File: config.mk
export PLATFORM = sky130hd
export DESIGN_NAME = sd_column_adder
export DESIGN_NICKNAME = d
export VERILOG_FILES = /design/src/rtl/sd_adder_pkg.sv /design/src/rtl/sd_col_gen.sv /design/src/rtl/sd_col_digit.sv /design/src/rtl/sd_carry_seed.sv /design/src/rtl/sd_column_adder.sv
export SDC_FILE = /design/constraint.sdc
export NUM_CORES = 1
export LEC_CHECK = 0
export CAP_MARGIN = 25
export CORE_ASPECT_RATIO = 1.5
export CORE_MARGIN = 10
export CORE_UTILIZATION = 29
export DETAILED_ROUTE_END_ITERATION = 7
export PLACE_DENSITY_LB_ADDON = 0.2
export SETUP_SLACK_MARGIN = 0.05
export SLEW_MARGIN = 15
export SYNTH_ARGS = -nofsm -noshare
export SYNTH_HDL_FRONTEND = slang
export SYNTH_HIERARCHICAL = 1
export SYNTH_SLANG_ARGS = --single-unit
File: constraint.sdc
create_clock -name vclk -period 1.1
set_input_delay 0.22 -clock vclk [all_inputs]
set_output_delay 0.22 -clock vclk [all_outputs]
set_load 0.01 [all_outputs]
File: src/rtl/sd_adder_pkg.sv
package sd_adder_pkg;

  // Per-column generation result: carry toward the next column, and the
  // marker saying the column has pre-counted one unit too many.
  typedef struct packed {
    logic carry;
    logic flag;
  } sd_colgen_t;

endpackage

File: src/rtl/sd_col_gen.sv
module sd_col_gen
  import sd_adder_pkg::*;
(
  input  logic       a_bit,
  input  logic       p_bit,
  input  logic       n_bit,
  output sd_colgen_t gen
);

  logic any_one;

  always_comb begin
    any_one   = a_bit | p_bit;
    gen.carry = any_one & ~n_bit;
    // Without a -1 digit: flag when exactly one input is set.
    // With a -1 digit: flag only when the column sums to -1.
    gen.flag  = n_bit ? ~any_one : (a_bit ^ p_bit);
  end

endmodule

File: src/rtl/sd_col_digit.sv
module sd_col_digit (
  input  logic flag,
  input  logic carry_in,
  output logic pos,
  output logic neg
);

  always_comb begin
    pos = ~flag & carry_in;
    neg = flag & ~carry_in;
  end

endmodule

File: src/rtl/sd_carry_seed.sv
module sd_carry_seed (
  input  logic seed_a,
  input  logic seed_b,
  output logic carry
);

  // The seed column has no negative digit, so its carry follows the
  // ordinary column rule with the -1 marker held low.
  always_comb carry = seed_a | seed_b;

endmodule

File: src/rtl/sd_column_adder.sv
module sd_column_adder
  import sd_adder_pkg::*;
#(
  parameter int WIDTH = 16
) (
  input  logic [WIDTH-1:0] a_i,
  input  logic [WIDTH-1:0] b_pos_i,
  input  logic [WIDTH-1:0] b_neg_i,
  input  logic             seed_a_i,
  input  logic             seed_b_i,
  output logic [WIDTH:0]   sum_pos_o,
  output logic [WIDTH:0]   sum_neg_o
);

  localparam int OUT_W = WIDTH + 1;

  // carry_chain[i] is the carry entering column i; index WIDTH leaves the top.
  logic       [WIDTH:0]   carry_chain;
  sd_colgen_t [WIDTH-1:0] col_gen;
  logic       [OUT_W-1:0] pos_w;
  logic       [OUT_W-1:0] neg_w;

  sd_carry_seed seed_u (
    .seed_a (seed_a_i),
    .seed_b (seed_b_i),
    .carry  (carry_chain[0])
  );

  for (genvar gi = 0; gi < WIDTH; gi++) begin : g_col
    sd_col_gen gen_u (
      .a_bit (a_i[gi]),
      .p_bit (b_pos_i[gi]),
      .n_bit (b_neg_i[gi]),
      .gen   (col_gen[gi])
    );

    assign carry_chain[gi+1] = col_gen[gi].carry;

    sd_col_digit dig_u (
      .flag     (col_gen[gi].flag),
      .carry_in (carry_chain[gi]),
      .pos      (pos_w[gi]),
      .neg      (neg_w[gi])
    );
  end

  // Top column holds only the outgoing carry, always a non-negative digit.
  assign pos_w[WIDTH] = carry_chain[WIDTH];
  assign neg_w[WIDTH] = 1'b0;

  assign sum_pos_o = pos_w;
  assign sum_neg_o = neg_w;

endmodule

==> reports/metrics.csv, run 1 <==
metric,value,unit
result of the run,"complete, but fails checks",
violations in the final reports,negative setup slack,
GRT Total Usage,0.117,
CTS Hold Bufs,0,
compound-gate portion of the synthesized area,0,
total standard cell area after synthesis,878,um2
maximum fanout along the worst path,2,
Switching Power,374,uW
largest net degree at the start of global routing,3,
vertical die dimension,87.4,um
multiplexer share of the synthesized area,0.274,
Initial DRC Count,6,
clock buffer instance count of the final layout,0,
type of origin of the critical path,input pin,
Boundary Pins,84,
number of cells after detailed placement,238,
number of nets at the end of the flow,267,
count of TritonRoute iterations in the first routing pass,2,
LEAKAGE,0.00111,uW
part of the power in the clock network,0,
# DRC,0,
critical path class,in -> out,
worst-path cell chain,buf_6 > inv_4 > ha_4 > mux2_4 > and2b_2 > buf_6,
Net Sw Frac,0.398,
share of final-layout standard cells stronger than drive strength 1,0.754,
post-DR wirelength/cell,14.2,um
Finished Layout Cells,238,
horizontal extent of the die,64.9,um
placement-stage cell area,2170,um2
total of max-cap violations,0,
worst hold margin,0.858,ns
via count of the first global-routing pass,1211,
number of standard-cell rows in the floorplan,24,
category of the worst setup path capture point,output port,
cell repeated most along the worst path,sky130_fd_sc_hd__buf_6,
adder and majority cell fraction of the synthesized area,0.228,
leading cell type by number of instances after synthesis,sky130_fd_sc_hd__inv_1,
part of the power in registers,0,
combinational fraction of design power,1.000,
xor and xnor area share after synthesis,0,
maximum achievable frequency,734,MHz
FFs & Latches,0,
dominant cells by area after synthesis,"sky130_fd_sc_hd__mux2_4, sky130_fd_sc_hd__ha_1, sky130_fd_sc_hd__and2b_2",
CP arrival,1.14,ns
Final Hold Viols,0,
fraction of synthesized cell area taken by the top area cell type,0.274,
number of port buffers,83,
worst path required time,0.88,ns
via density per instance,4.33,
worst supply voltage drop on vdd,0.278,mV
starting utilization of the core area,0.302,
final antenna diode count,0,
Final Worst Setup Slack,-0.262,ns
"antenna viol nets, final",0,
Core Box Area,2910,um2
total global routing overflow,0,
first-pass GRT wire length,5650,um
final instance area,2230,um2
combinational family with the most area after synthesis,simple AND/OR/NAND/NOR gates,
"share of synthesized cell area in and, or, nand and nor gates",0.349,
Synth warnings,6,
antenna violations before repair,0,
die area,5680,um2
master of the slowest instance on the critical path,sky130_fd_sc_hd__mux2_4,
proportion of synthesized chip area in sequential cells,0,
area taken by flip-flops and latches,0,um2
unrepaired setup endpoints after global routing,true,
Worst Hold Class,in -> out,
synthesized net count,181,
synth-to-layout area growth,153,%
core occupancy in the finished layout,0.764,
cell internal power dissipation,567,uW
Synth Instances,115,
DPL Wire Length,3250,um
minimum period implied by the final worst setup slack,1.36,ns
wire length reported by the detailed router,3390,um
Cell variety after synth,9,
Worst path max stage delay,0.27,ns
max-slew violation total from the final report,0,
mean area per synthesized cell,7.64,um2
final setup violating endpoints,32,
share of the cycle needed by the critical path after routing,1.24,
"area leader, netlist",sky130_fd_sc_hd__mux2_4,
routability cong.,0.732,
Pwr per Cell Area,423,nW/um2
via total after detailed routing,1030,
metal layers:
layer	GRT usage	vias to the layer above	routed length, um
met3	0.0374	0	331
met5	0	-	0
li1	-	512	-
met1	0.115	468	1140
met2	0.237	50	1920
met4	0.00586	0	0
per-stage QoR:
step / worst slack [ns] / power (uW) / setup TNS [ns]
2_1_floorplan: -0.0335 / 437 / -0.834
6_report: -0.262 / 941 / -6.93
4_1_cts: -0.264 / 957 / -7.15
3_3_place_gp: -1.17 / 914 / -37.51
5_1_grt: -0.286 / 1030 / -7.98
3_5_place_dp: -1.21 / 954 / -38.44
timing repair:
item,4_1_cts,5_1_grt
endpoints found under the setup margin,33,33
buffers inserted,0,0
pin swaps,17,0
gates resized for setup,374,3
endpoints found under the hold margin,0,0
path summary, 6_finish.rpt:
check,end,startpoint,slack [ns],cells past startpoint
max,sum_neg_o[9],a_i[9],-0.26,6
min,sum_pos_o[16],b_neg_i[15],0.86,3
power groups by stage:
stage	registers, uW	logic (uW)	clock network, uW
global placement	0	914	0
finish	0	941	0
floorplan	0	437	0
detailed placement	0	954	0
global route	0	1030	0
CTS	0	957	0
kinds of logic (layout without fill, tap and decap cells):
| family | Yosys count | after routing |
|---|---|---|
| buffers and inverters | 33 | 117 |
| other | 1 | 1 |
| muxes | 16 | 16 |
| adders and majority gates | 16 | 16 |
| and+or+nand+nor | 49 | 49 |
area by class of cell:
class	count	area, um2
Fill cell	208	687
Inverter	32	360
Multi-Input combinational cell	82	958
Tap cell	39	48.8
Timing Repair Buffer	85	858
critical path: cells and delay by family:
kind	cells	cell delay, ns
fa+ha+maj	1	0.19
buf+inv	3	0.26
mux	1	0.27
simple gates	1	0.21
placed cells by master, fill, tap and decap left out, drive strengths merged:
master and n:
ha 16, and2b 16, conb 1, dlygate4sd2 18
buf 67, nor2 16, nor2b 16, inv 32
mux2 16, or2 1
(Power assumes the default switching activity.)
==> run 2, diff against run 1 <==
--- a/config.mk
+++ b/config.mk
@@ -10,7 +10,9 @@
 export CORE_MARGIN = 10
 export CORE_UTILIZATION = 29
 export DETAILED_ROUTE_END_ITERATION = 7
+export MAX_ROUTING_LAYER = met4
 export PLACE_DENSITY_LB_ADDON = 0.2
+export RECOVER_POWER = 50
 export SETUP_SLACK_MARGIN = 0.05
 export SLEW_MARGIN = 15
 export SYNTH_ARGS = -nofsm -noshare
==> run 2 against run 1 <==
  * The run still ends with negative setup slack left
  * Count of clock-buffer cells in the layout did not move
  * Flip-flop and latch count is the same
  * Power about the same
  * Critical path depth unchanged
  * Cell count unchanged
  * Die area stayed put
  * Wire length shrank 0.12%
  * Via count fell by 0.49%
  * Global-route usage increased by 0.32 points
  * Critical path type unchanged
  * Largest power group unchanged
  * Highest routed layer unchanged
==> reports/metrics.csv, run 2 (synthesized netlist as in run 1, its figures left out) <==
metric,value,unit,change
combinational fraction of design power,1.000,,about the same
pre-CTS setup slack,-1.21,ns,unchanged
GRT Total Usage,0.120,,was 0.117
number of standard-cell rows in the floorplan,24,,unchanged
via total after detailed routing,1025,,was 1030
vertical die dimension,87.4,um,unchanged
unrepaired setup endpoints after global routing,true,,unchanged
first-pass GRT wire length,5640,um,was 5650 um
worst supply voltage drop on vdd,0.279,mV,was 0.278 mV
Final Hold Viols,0,,unchanged
family of cells with the greatest summed delay on the critical path,multiplexers,,unchanged
master of the slowest instance on the critical path,sky130_fd_sc_hd__mux2_4,,unchanged
wire length reported by the detailed router,3380,um,was 3390 um
Switching Power,375,uW,was 374 uW
"commonest non-fill, non-tap cell in the layout",sky130_fd_sc_hd__buf_6,,unchanged
TNS Setup,-6.94,ns,was -6.93 ns
FFs & Latches,0,,unchanged
maximum achievable frequency,734,MHz,about the same
startpoint of the lowest-slack hold path,b_neg_i[15],,unchanged
"antenna viol nets, final",0,,unchanged
maximum fanout along the worst path,2,,unchanged
critical path class,in -> out,,unchanged
result of the run,"complete, but fails checks",,unchanged
clock buffer instance count of the final layout,0,,unchanged
DPL Wire Length,3250,um,unchanged
share of the cycle needed by the critical path after routing,1.24,,about the same
final setup violating endpoints,32,,unchanged
number of buffers and inverters on the critical path,3,,unchanged
cell internal power dissipation,566,uW,was 567 uW
worst-path cell chain,buf_6 > inv_4 > ha_4 > mux2_4 > and2b_2 > buf_6,,unchanged
# DRC,0,,unchanged
largest net degree at the start of global routing,3,,unchanged
Pwr per Cell Area,423,nW/um2,about the same
"commonest cells after routing, fill and taps aside","sky130_fd_sc_hd__buf_6, sky130_fd_sc_hd__dlygate4sd2_1",,"was sky130_fd_sc_hd__buf_6, sky130_fd_sc_hd__dlygate4sd2_1, sky130_fd_sc_hd__buf_2"
start point of the critical path,a_i[9],,unchanged
number of port buffers,83,,unchanged
total of max-cap violations,0,,unchanged
starting utilization of the core area,0.302,,unchanged
LEAKAGE,0.00110,uW,was 0.00111 uW
count of TritonRoute iterations in the first routing pass,4,,was 2
final instance area,2220,um2,was 2230 um2
via count of the first global-routing pass,1214,,was 1211
horizontal extent of the die,64.9,um,unchanged
worst path required time,0.88,ns,about the same
routability cong.,0.741,,was 0.732
number of nets at the end of the flow,267,,unchanged
max-slew violation total from the final report,0,,unchanged
placement-stage cell area,2170,um2,unchanged
Boundary Pins,84,,unchanged
share of final-layout standard cells stronger than drive strength 1,0.749,,was 0.754
die area,5680,um2,unchanged
Net Sw Frac,0.399,,was 0.398
Initial DRC Count,8,,was 6
final antenna diode count,0,,unchanged
total global routing overflow,0,,unchanged
part of the power in registers,0,,about the same
Worst Hold Class,in -> out,,unchanged
Worst path max stage delay,0.27,ns,about the same
antenna violations before repair,0,,unchanged
synth-to-layout area growth,153,%,about the same
CP arrival,1.14,ns,about the same
worst hold margin,0.851,ns,was 0.858 ns
Core Box Area,2910,um2,unchanged
post-DR wirelength/cell,14.2,um,about the same
cell repeated most along the worst path,sky130_fd_sc_hd__buf_6,,unchanged
part of the power in the clock network,0,,about the same
Final Worst Setup Slack,-0.262,ns,about the same
via density per instance,4.31,,was 4.33
type of origin of the critical path,input pin,,unchanged
area taken by flip-flops and latches,0,um2,unchanged
category of the worst setup path capture point,output port,,unchanged
violations in the final reports,negative setup slack,,unchanged
minimum period implied by the final worst setup slack,1.36,ns,about the same
run 2: cell count changes in the layout (fill, tap and decap cells not counted), sizes merged:
cell / before / now
buf: 67 / 66
clkbuf: 0 / 1
run 2: timing repair:
action,CTS,global route
pin swaps,17,0
buffers inserted,0,0
resized for setup,374,3
setup endpoints to repair,33,33
hold buffers,0,0
run 2: power by group through the flow:
stage | combinational, uW | sequential, uW | clock (uW)
after floorplan | 437 | 0 | 0
after global placement | 914 | 0 | 0
after detailed placement | 954 | 0 | 0
after CTS | 957 | 0 | 0
after global routing | 1030 | 0 | 0
final | 941 | 0 | 0
run 2: final timing paths:
| path | end | slack, ns | depth (start not counted) |
|---|---|---|---|
| max | sum_neg_o[9] | -0.26 | 6 |
| min | sum_pos_o[16] | 0.85 | 3 |
run 2: final cells by class:
class | instances | area [um2]
multi-input combinational | 82 | 958
tap | 39 | 48.8
timing repair buffer | 85 | 857
fill | 208 | 688
inverter | 32 | 360
run 2: layer usage:
metal	share of wire	global-route usage	wire length (um)
met1	0.36	0.123	1220
met2	0.57	0.237	1920
met3	0.072	0.0245	244
met4	0	0.00586	0
met5	0	-	0
run 2: metrics by stage:
stage,power [uW],instances,utilization
3_3_place_gp,914,238,0.744
5_1_grt,1030,238,0.764
3_5_place_dp,954,238,0.744
4_1_cts,957,238,0.765
2_1_floorplan,437,115,-
6_report,941,238,0.764
==> run 3, diff against run 2 <==
--- a/config.mk
+++ b/config.mk
@@ -11,7 +11,7 @@
 export CORE_UTILIZATION = 29
 export DETAILED_ROUTE_END_ITERATION = 7
 export MAX_ROUTING_LAYER = met4
-export PLACE_DENSITY_LB_ADDON = 0.2
+export PLACE_DENSITY = 0.91
 export RECOVER_POWER = 50
 export SETUP_SLACK_MARGIN = 0.05
 export SLEW_MARGIN = 15
==> run 3 against run 2 <==
  * The run still ends with negative setup slack left
  * First-iteration DRC count rose by 100%
  * Cell count fell by 0.42%
  * Maximum frequency fell by 0.47%
  * Flip-flop and latch count did not move
  * Utilization fell by 0.99 points
  * Hold slack got worse by 0.0051 ns
  * Die area did not move
==> reports/metrics.csv, run 3 (synthesized netlist as in run 1, its figures left out) <==
metric,value,unit,change
Worst path max stage delay,0.27,ns,about the same
# DRC,0,,unchanged
via total after detailed routing,1038,,was 1025
first-pass GRT wire length,5590,um,was 5640 um
worst-path cell chain,buf_8 > inv_12 > ha_4 > mux2_4 > and2b_2 > buf_6,,was buf_6 > inv_4 > ha_4 > mux2_4 > and2b_2 > buf_6
Switching Power,377,uW,was 375 uW
clock buffer instance count of the final layout,0,,unchanged
"commonest non-fill, non-tap cell in the layout",sky130_fd_sc_hd__buf_6,,unchanged
family of cells with the greatest summed delay on the critical path,multiplexers,,unchanged
vertical die dimension,87.4,um,unchanged
area taken by flip-flops and latches,0,um2,unchanged
part of the power in the clock network,0,,about the same
total global routing overflow,0,,unchanged
DPL Wire Length,3240,um,was 3250 um
post-DR wirelength/cell,14.7,um,was 14.2 um
minimum period implied by the final worst setup slack,1.37,ns,was 1.36 ns
TNS Setup,-7.03,ns,was -6.94 ns
"commonest cells after routing, fill and taps aside","sky130_fd_sc_hd__buf_6, sky130_fd_sc_hd__dlygate4sd2_1",,unchanged
synth-to-layout area growth,150,%,was 153%
type of origin of the critical path,input pin,,unchanged
maximum fanout along the worst path,2,,unchanged
Pwr per Cell Area,427,nW/um2,was 423 nW/um2
wire length reported by the detailed router,3490,um,was 3380 um
number of standard-cell rows in the floorplan,24,,unchanged
largest net degree at the start of global routing,3,,unchanged
Initial DRC Count,16,,was 8
pre-CTS setup slack,-1.20,ns,was -1.21 ns
FFs & Latches,0,,unchanged
count of TritonRoute iterations in the first routing pass,2,,was 4
max-slew violation total from the final report,0,,unchanged
Final Hold Viols,0,,unchanged
fill cell instance count of the final layout,206,,was 208
Boundary Pins,84,,unchanged
Net Sw Frac,0.402,,was 0.399
antenna violations before repair,1,,was 0
Worst Hold Class,in -> out,,unchanged
part of the power in registers,0,,about the same
category of the worst setup path capture point,output port,,unchanged
worst supply voltage drop on vdd,0.292,mV,was 0.279 mV
routability cong.,0.773,,was 0.741
critical path class,in -> out,,unchanged
post-CTS setup buffer count,0,,unchanged
Core Box Area,2910,um2,unchanged
unrepaired setup endpoints after global routing,true,,unchanged
maximum achievable frequency,731,MHz,was 734 MHz
share of the cycle needed by the critical path after routing,1.24,,about the same
share of final-layout standard cells stronger than drive strength 1,0.736,,was 0.749
number of nets at the end of the flow,265,,was 267
via count of the first global-routing pass,1211,,was 1214
cell internal power dissipation,560,uW,was 566 uW
"antenna viol nets, final",0,,unchanged
horizontal extent of the die,64.9,um,unchanged
starting utilization of the core area,0.302,,unchanged
master of the slowest instance on the critical path,sky130_fd_sc_hd__mux2_4,,unchanged
LEAKAGE,0.00109,uW,was 0.00110 uW
number of buffers and inverters on the critical path,3,,unchanged
final setup violating endpoints,32,,unchanged
number of port buffers,83,,unchanged
multi-input combinational cell area,953,um2,was 958 um2
die area,5680,um2,unchanged
total of max-cap violations,0,,unchanged
CP arrival,1.15,ns,was 1.14 ns
violations in the final reports,negative setup slack,,unchanged
combinational fraction of design power,1.000,,about the same
worst path required time,0.88,ns,about the same
via density per instance,4.38,,was 4.31
GRT Total Usage,0.122,,was 0.120
result of the run,"complete, but fails checks",,unchanged
Final Worst Setup Slack,-0.268,ns,was -0.262 ns
==> run 3: metrics by stage <==
| step | hold WS [ns] | cell area (um2) | total power, uW | instances | util |
|---|---|---|---|---|---|
| 2_1_floorplan | 0.483 | 1280 | 437 | 115 | - |
| 3_3_place_gp | 1.46 | 2150 | 911 | 236 | 0.738 |
| 3_5_place_dp | 1.47 | 2150 | 953 | 236 | 0.738 |
| 4_1_cts | 0.951 | 2180 | 945 | 236 | 0.748 |
| 5_1_grt | 0.893 | 2200 | 1010 | 237 | 0.754 |
| 6_report | 0.846 | 2200 | 937 | 237 | 0.754 |
==> run 3: final timing paths <==
check        start             to  slack [ns]  cells past startpoint
max    b_pos_i[10]  sum_neg_o[10]       -0.27                      6
min    b_neg_i[15]  sum_pos_o[16]        0.85                      3
==> run 3: timing repair <==
| item | CTS | global route |
|---|---|---|
| gates resized for setup | 360 | 7 |
| setup endpoints to repair | 33 | 33 |
| hold buffers | 0 | 0 |
| cloned | 0 | 0 |
| pin swaps | 17 | 2 |
==> run 3: cell type report <==
class / instances / area share
Timing Repair Buffer: 83 / 0.378
Antenna cell: 1 / 0.00114
Inverter: 32 / 0.164
Multi-Input combinational cell: 82 / 0.434
Tap cell: 39 / 0.0222
==> run 3: metal layers <==
| layer | global-route usage | routed length [um] | vias to the layer above |
|---|---|---|---|
| met3 | 0.0438 | 473 | 0 |
| met4 | 0 | 0 | 0 |
| li1 | - | - | 514 |
| met5 | - | 0 | - |
| met2 | 0.203 | 1480 | 73 |
| met1 | 0.145 | 1530 | 451 |
==> run 3: power groups by stage <==
stage	clock network, uW	registers [uW]	logic, uW
2_1_floorplan	0	0	437
3_3_place_gp	0	0	911
3_5_place_dp	0	0	953
4_1_cts	0	0	945
5_1_grt	0.000121	0	1010
6_report	0.000121	0	937
==> run 3: worst min-delay path: stages <==
cell and delay, ns:
sky130_fd_sc_hd__dlygate4sd2_1 0.23, sky130_fd_sc_hd__nor2_1 0.05, sky130_fd_sc_hd__clkbuf_1 0.12
